--- config.mk ---
export PLATFORM = sky130hd
export DESIGN_NAME = irq_prio_unit
export DESIGN_NICKNAME = d
export VERILOG_FILES = /design/src/rtl/irq_prio_pkg.sv /design/src/rtl/irq_edge_catch.sv /design/src/rtl/irq_prio_pick.sv /design/src/rtl/irq_prio_unit.sv
export SDC_FILE = /design/constraint.sdc
export NUM_CORES = 1
export LEC_CHECK = 0
export BUFFER_PORTS_ARGS = -buffer_cell sky130_fd_sc_hd__clkbuf_2
export CAP_MARGIN = 20
export CELL_PAD_IN_SITES_DETAIL_PLACEMENT = 0
export CELL_PAD_IN_SITES_GLOBAL_PLACEMENT = 2
export CORE_ASPECT_RATIO = 1.75
export CORE_MARGIN = 1.5
export CORE_UTILIZATION = 24
export CTS_BUF_LIST = sky130_fd_sc_hd__clkbuf_4
export DETAILED_ROUTE_END_ITERATION = 12
export HOLD_SLACK_MARGIN = 0.02
export PLACE_DENSITY = 0.93
export REMOVE_ABC_BUFFERS = 1
export SETUP_SLACK_MARGIN = 0.5
export SLEW_MARGIN = 20
export SYNTH_ARGS = -nofsm -noshare
export SYNTH_HDL_FRONTEND = slang
export SYNTH_SLANG_ARGS = --single-unit
--- constraint.sdc ---
create_clock -name clk -period 1.2 [get_ports clk]
set_input_delay 0.12 -clock clk [delete_from_list [all_inputs] [get_ports clk]]
set_output_delay 0.12 -clock clk [all_outputs]
set_load 0.01 [all_outputs]
--- src/rtl/irq_prio_pkg.sv ---
package irq_prio_pkg;
  localparam int NUM_VEC  = 3;             // maskable vectored lines A, B, C
  localparam int NUM_SRC  = NUM_VEC + 2;   // plus non-maskable and general
  localparam int SRC_W    = 3;
  localparam int STAT_W   = 2 * NUM_VEC + 1;

  typedef enum logic [SRC_W-1:0] {
    SRC_NONE = 3'd0,
    SRC_NMI  = 3'd1,
    SRC_A    = 3'd2,
    SRC_B    = 3'd3,
    SRC_C    = 3'd4,
    SRC_GEN  = 3'd5
  } irq_src_e;
endpackage

--- src/rtl/irq_edge_catch.sv ---
// Rising-edge capture. NEED_HOLD selects the variant whose capture is only
// valid while the input stays high (and drops when it falls).
module irq_edge_catch #(
  parameter bit NEED_HOLD = 1'b0
) (
  input  logic clk,
  input  logic rst_n,
  input  logic req_i,
  input  logic clr_i,
  output logic pend_o
);
  logic prev_q, flag_q, flag_d, rise;

  assign rise = req_i & ~prev_q;

  if (NEED_HOLD) begin : g_hold
    always_comb flag_d = rise | (flag_q & req_i & ~clr_i);
    assign pend_o = flag_q & req_i;
  end else begin : g_latch
    always_comb flag_d = rise | (flag_q & ~clr_i);
    assign pend_o = flag_q;
  end

  always_ff @(posedge clk or negedge rst_n) begin
    if (!rst_n) begin
      prev_q <= 1'b0;
      flag_q <= 1'b0;
    end else begin
      prev_q <= req_i;
      flag_q <= flag_d;
    end
  end
endmodule

--- src/rtl/irq_prio_pick.sv ---
// Fixed-priority picker: index 0 is the most urgent.
module irq_prio_pick #(
  parameter int N = 5
) (
  input  logic [N-1:0] req_i,
  output logic [N-1:0] gnt_o,
  output logic         any_o
);
  logic [N:0] blocked;

  assign blocked[0] = 1'b0;

  for (genvar i = 0; i < N; i++) begin : g_chain
    assign gnt_o[i]     = req_i[i] & ~blocked[i];
    assign blocked[i+1] = blocked[i] | req_i[i];
  end

  assign any_o = blocked[N];
endmodule

--- src/rtl/irq_prio_unit.sv ---
module irq_prio_unit
  import irq_prio_pkg::*;
#(
  parameter logic [7:0] VEC_NMI = 8'h24,
  parameter logic [7:0] VEC_A   = 8'h3C,
  parameter logic [7:0] VEC_B   = 8'h34,
  parameter logic [7:0] VEC_C   = 8'h2C
) (
  input  logic              clk,
  input  logic              rst_n,
  input  logic              nmi_in,
  input  logic              line_a_in,
  input  logic              line_b_in,
  input  logic              line_c_in,
  input  logic              gen_in,
  input  logic              ack_i,
  input  logic              en_set_i,
  input  logic              en_clr_i,
  input  logic              mask_wr_i,
  input  logic [NUM_VEC-1:0] mask_wdata_i,
  input  logic              mask_clr_a_i,
  output logic              irq_valid_o,
  output logic [SRC_W-1:0]  irq_src_o,
  output logic [7:0]        irq_vector_o,
  output logic              irq_ext_op_o,
  output logic [STAT_W-1:0] status_o
);
  // reset: asynchronous assert, synchronous release
  logic rst_meta_q, rst_sync_n;
  always_ff @(posedge clk or negedge rst_n) begin
    if (!rst_n) begin
      rst_meta_q <= 1'b0;
      rst_sync_n <= 1'b0;
    end else begin
      rst_meta_q <= 1'b1;
      rst_sync_n <= rst_meta_q;
    end
  end

  logic [NUM_SRC-1:0] elig, gnt;
  logic               any_req, accept;
  logic               nmi_pend, a_pend;
  logic               clr_nmi, clr_a;
  logic [NUM_VEC-1:0] mask_q, mask_d;
  logic [NUM_VEC-1:0] vec_pend;
  logic               gie_q, gie_d;
  irq_src_e           src;

  assign accept  = ack_i & any_req;
  assign clr_nmi = accept & gnt[0];
  assign clr_a   = (accept & gnt[1]) | (mask_wr_i & mask_clr_a_i);

  irq_edge_catch #(.NEED_HOLD(1'b1)) u_nmi_catch (
    .clk(clk), .rst_n(rst_sync_n), .req_i(nmi_in), .clr_i(clr_nmi), .pend_o(nmi_pend)
  );

  irq_edge_catch #(.NEED_HOLD(1'b0)) u_a_catch (
    .clk(clk), .rst_n(rst_sync_n), .req_i(line_a_in), .clr_i(clr_a), .pend_o(a_pend)
  );

  assign vec_pend = {line_c_in, line_b_in, a_pend};

  // per-line mask registers
  for (genvar i = 0; i < NUM_VEC; i++) begin : g_mask
    always_comb mask_d[i] = mask_wr_i ? mask_wdata_i[i] : mask_q[i];
    always_ff @(posedge clk or negedge rst_sync_n) begin
      if (!rst_sync_n) mask_q[i] <= 1'b1;
      else             mask_q[i] <= mask_d[i];
    end
    assign elig[i+1] = vec_pend[i] & ~mask_q[i] & gie_q;
  end

  assign elig[0]         = nmi_pend;
  assign elig[NUM_SRC-1] = gen_in & gie_q;

  // global enable: clearing wins
  always_comb begin
    gie_d = gie_q;
    if (en_set_i)           gie_d = 1'b1;
    if (en_clr_i || accept) gie_d = 1'b0;
  end

  always_ff @(posedge clk or negedge rst_sync_n) begin
    if (!rst_sync_n) gie_q <= 1'b0;
    else             gie_q <= gie_d;
  end

  irq_prio_pick #(.N(NUM_SRC)) u_pick (
    .req_i(elig), .gnt_o(gnt), .any_o(any_req)
  );

  always_comb begin
    src          = SRC_NONE;
    irq_vector_o = 8'h00;
    irq_ext_op_o = 1'b0;
    unique case (1'b1)
      gnt[0]: begin src = SRC_NMI; irq_vector_o = VEC_NMI; end
      gnt[1]: begin src = SRC_A;   irq_vector_o = VEC_A;   end
      gnt[2]: begin src = SRC_B;   irq_vector_o = VEC_B;   end
      gnt[3]: begin src = SRC_C;   irq_vector_o = VEC_C;   end
      gnt[4]: begin src = SRC_GEN; irq_ext_op_o = 1'b1;    end
      default: ;
    endcase
  end

  assign irq_valid_o = any_req;
  assign irq_src_o   = src;
  assign status_o    = {vec_pend, gie_q, mask_q};
endmodule

# ---- Word-level counts from Yosys, hierarchy flattened
# Cells that the tools add are included.
dict set report classes {
  n_addsub 0
  mul 0
  div_mod_pow 0
  order_cmp 0
  n_eq_ne 0
  shift 0
  n_mux 5
  bitwise 38
  n_reduce_logical 2
}
# cell n
set ops {}
lappend ops {{$pmux W6 S4} 1}
lappend ops {{$and A1 B1 Y1} 20}
lappend ops {{$pmux W3 S5} 1}
lappend ops {{$not A1 Y1} 11}
lappend ops {{$or A1 B1 Y1} 7}
lappend ops {{$mux W1} 3}
lappend ops {{$reduce_bool A2 Y1} 1}
lappend ops {{$logic_or A1 B1 Y1} 1}
dict set report totals {
  reg_bits 10
  latchBits 0
  mem_bits_rw 0
  mem_bits_ro 0
  wordCells 55
  n_memories 0
}

# ---- Logic depth before layout (Yosys ltp)
dict set report logic_depth {
  word_depth 13
  mapped_depth 4
  depth_no_buf 4
}

# ---- By module
# A second synthesis with hierarchy kept.
dict set report unflattened {
  cells_unflattened 52
  hier_area_um2 554.3
}
# module n_inst cells_per_inst area_per_inst_um2
set modules_own_cells {}
lappend modules_own_cells {irq_prio_unit 1 35 359.1}
lappend modules_own_cells {irq_edge_catch 2 5 70.1}
lappend modules_own_cells {irq_prio_pick 1 7 55.1}

# ---- Worst setup path before layout
# No wires, ideal clock.
dict set report synth_timing {
  kind {reg-to-reg}
  startpoint {register mask_q[2] (netlist: status_o[2])}
  endpoint {register gie_q}
  arrival_ns 1.152
  required_ns 1.113
  path_slack_ns -0.039
  path_stages_with_launch 5
  period_less_slack_ns 1.239
  path_cell_list {dfstp_2 -> nor2b_4 -> o21ai_4 -> nand4_2 -> a211oi_2}
}
dict set report synth_between {
  elab_chain_len 8
}
# element line
set synth_lines {}
lappend synth_lines {{start, declared} irq_prio_unit.sv:44} ;# logic [NUM_VEC-1:0] mask_q, mask_d;
lappend synth_lines {{start signal, assigned by index} irq_prio_unit.sv:68} ;# else mask_q[i] <= mask_d[i];
lappend synth_lines {{$not A1 Y1 (*)} irq_prio_unit.sv:70} ;# assign elig[i+1] = vec_pend[i] & ~mask_q[i] & gie_q;
lappend synth_lines {{$and A1 B1 Y1 (*) (2 in a row)} irq_prio_unit.sv:70}
lappend synth_lines {{$or A1 B1 Y1 (*) (2 in a row)} irq_prio_pick.sv:15} ;# assign blocked[i+1] = blocked[i] | req_i[i];
lappend synth_lines {{net irq_valid_o} irq_prio_unit.sv:22} ;# output logic irq_valid_o,
lappend synth_lines {{$and A1 B1 Y1 (*)} irq_prio_unit.sv:49} ;# assign accept = ack_i & any_req;
lappend synth_lines {{$logic_or A1 B1 Y1 (*)} irq_prio_unit.sv:80} ;# if (en_clr_i || accept) gie_d = 1'b0;
lappend synth_lines {{$mux W1 / $reduce_bool A2 Y1 (equally long branches)} --}
lappend synth_lines {{end signal, assigned} irq_prio_unit.sv:85} ;# else gie_q <= gie_d;
lappend synth_lines {{end, declared} irq_prio_unit.sv:46} ;# logic gie_q, gie_d;
# The timed path passes the listed nets; every way through them passes the cells marked *.
# A chain may end at the register's enable or synchronous reset.

# ---- Worst setup path in the final report
dict set report layout_timing {
  startpoint {register mask_q[2] (netlist: status_o[2])}
  endpoint {output port irq_valid_o}
}
dict set report layout_between {
  elab_chain_len 5
}
# element line
set layout_lines {}
lappend layout_lines {{$not A1 Y1} irq_prio_unit.sv:70}
lappend layout_lines {{$and A1 B1 Y1 (2 in a row)} irq_prio_unit.sv:70}
lappend layout_lines {{$or A1 B1 Y1 (2 in a row)} irq_prio_pick.sv:15}
lappend layout_lines {{end, declared} irq_prio_unit.sv:22}
# No other way between the ends.

==> results.ini <==
[global_routing]
grt_pass1_wl_mm=2.111
grtUsageTotal_pct=11.29
antenna_found_initial=0
grt_max_degree=9
overflow=0
grt_pass1_vias=544

[final_layout]
syn2layout_area_growth_pct=70.87
layout_commonest_cell=clkbuf_2
drive_gt1_share_pct=68.00
n_antenna_cell=0
post-route-cell-area_um2=983.4
final_cell_mix=21 x clkbuf_2, 10 x buf_6, 5 x conb_1, 5 x buf_4, 5 x dfrtp_1
nNetsFinal=116

[die]
die_h_um=67.78
die_area_um2=2713
die_w_um=40.02
start_util_pct=25.32
fp-row-count=23
core_region_area_um2=2273
pin_count=35

[detailed_routing]
drt_iter0_drc=6
vias=557
ant_nets=0
dr.pass1.iters=2
drc_errors=0
avgRoutedWirePerCell_um=11.62
via_per_inst=4.456
drt-total-wl_mm=1.453

[power]
irDropWorstVdd_uv=524.8
power.density_nw_per_um2=1034
p_leak_uw=0.0005010
power.total_uw=1017

[yosys]
synth_top_family_by_area=simple AND/OR/NAND/NOR gates
synth_area_leader_cell=dfrtp_1
yosys-top-cells-area=dfrtp_1 30%, dfstp_2 14%, buf_4 12%
synth_cell_types=22
yosysWarnings=0
synthAdderAreaFrac_pct=0
synth_cells=58
syn_area_um2=575.6
synth_compound_area_share_pct=14.57
synth_top_area_share_pct=30.43
avgSynthCellArea_um2=9.923
yosysSeqAreaShare_pct=44.13
synth-seq-cells=10
synth-simple-area-share_pct=19.78
synthMuxAreaShare_pct=5.870
synth_xor_area_share_pct=0

[timing]
setup_violations=11
max_freq_mhz=687.5
finalMaxSlewViolations=0
skew_ns=0.008006
rsz0062_at_grt=true
fin_ws_ns=-0.2545
min_period_over_period_pct=121.2
hold_viol_final=0
fin_crit_ns=1.455
fin_setup_tns_ns=-1.934

[setup_path]
worstPathCellList=nor2b_4, o21ai_4, nand4_2, clkbuf_2
crit_type=flip-flop to output port
end_kind=output port
critPathMaxStageDelay_ns=0.55
start_kind=flip-flop
crit_path_max_fanout=4
cp.arrival_ns=1.33
worstPathRequired_ns=1.08
cp_slowest_cell=dfstp_2

[min_path]
hold_path.class=primary input to flip-flop

[clocking]
hold_buffers=3
root_buffer=clkbuf_4
cts_buffers=3
cts.clk_slew.worst_paths_ns=0.06
cts_tree=done
htree_levels=1
clock_latency_ns=0.27
cts_buffer_depth=2
cts.sinks=10

[job]
max_cap_violations=0

[run_status]
status=finished with violations
violations=setup timing

[placement]
dpl-instance-area_um2=723.2
port_buffers=30
gp_congestion=0.6770
dpl.hpwl_mm=1.035

final timing paths:
| check | start | end | slack [ns] | depth (start not counted) |
|---|---|---|---|---|
| worst min-delay path | en_clr_i | gie_q$_DFFE_PN0P_ | 0.002 | 2 |
| worst max-delay path | status_o[2]$_DFFE_PN1P_ | irq_valid_o | -0.25 | 4 |
| worst min register to register | rst_sync_n$_DFF_PN0_ | u_nmi_catch.flag_q$_DFF_PN0_ | 0.12 | 0 |
| worst max register to register | status_o[2]$_DFFE_PN1P_ | gie_q$_DFFE_PN0P_ | -0.02 | 4 |
| max in group asynchronous | rst_sync_n$_DFF_PN0_ | status_o[1]$_DFFE_PN1P_ | 0.78 | 0 |
| min in group asynchronous | rst_sync_n$_DFF_PN0_ | u_nmi_catch.flag_q$_DFF_PN0_ | 0.12 | 0 |
kinds of logic (layout without fill, tap and decap cells):
| logic type | after synthesis | after routing |
|---|---|---|
| compound gates | 12 | 12 |
| simple gates | 18 | 18 |
| other cells | 2 | 5 |
| flops | 10 | 10 |
| mux | 3 | 3 |
| buf+inv | 13 | 52 |
cells in the mapped netlist (all sizes together):
cell / count
nand2: 5
buf: 9
nor2: 4
o311ai: 1
nor2b: 3
a21oi: 4
dfrtp: 7
inv: 4
a211oi: 1
o21ai: 5
nand2b: 2
dfstp: 3
mux2: 3
nand3: 2
and3: 1
conb: 2
nand4: 1
a31oi: 1
through the flow:
stage          worst slack [ns]  hold WS [ns]  util, %  cells
2_1_floorplan          -0.03900       -0.1756        -     52
3_3_place_gp            0.02507      -0.09393    31.81    110
3_5_place_dp           -0.01877      -0.08948    31.81    110
4_1_cts                 -0.2515      -0.01077    37.75    120
5_1_grt                 -0.3228     -0.004122    43.26    125
6_report                -0.2545      0.002481    43.26    125
flip-flops by register name, indices dropped and copies added (netlist names):
register,cells
gie_q,1
rst_meta_q,1
rst_sync_n,1
status_o,3
u_a_catch.pend_o,1
u_a_catch.prev_q,1
u_nmi_catch.flag_q,1
u_nmi_catch.prev_q,1
routing by layer:
layer / vias up / global-route usage, % / part of all wire (%)
met5: - / 0 / 0
met4: 0 / 7.759 / 5.0
met3: 7 / 0.9868 / 5.3
met2: 26 / 19.96 / 57
met1: 261 / 11.50 / 33
li1: 263 / - / -
power by group:
part	internal [uW]	switching, uW
registers	374	37.5
logic	208	168
clock network	120	109
final cells by class:
type	count	area (um2)
Sequential cell	10	256.5
Clock inverter	1	3.754
Fill cell	228	1290
Timing Repair Buffer	44	319.1
Multi-Input combinational cell	38	335.3
Inverter	4	15.01
Clock buffer	3	22.52
Tap cell	25	31.28
worst max-delay path, delay by kind of cell, from the launching register on:
kind            cells  cell delay [ns]
buf+inv             1             0.16
simple gates        2             0.19
compound gates      1             0.17
flops               1             0.55
repair_timing:
| item | CTS | global route |
|---|---|---|
| gates resized for setup | 12 | 25 |
| setup endpoints to repair | 20 | 20 |
| cloned | 0 | 0 |
| hold endpoints to repair | 5 | 1 |
| pin swaps | 2 | 1 |
| setup buffers | 3 | 5 |
(Power assumes the default switching activity.)
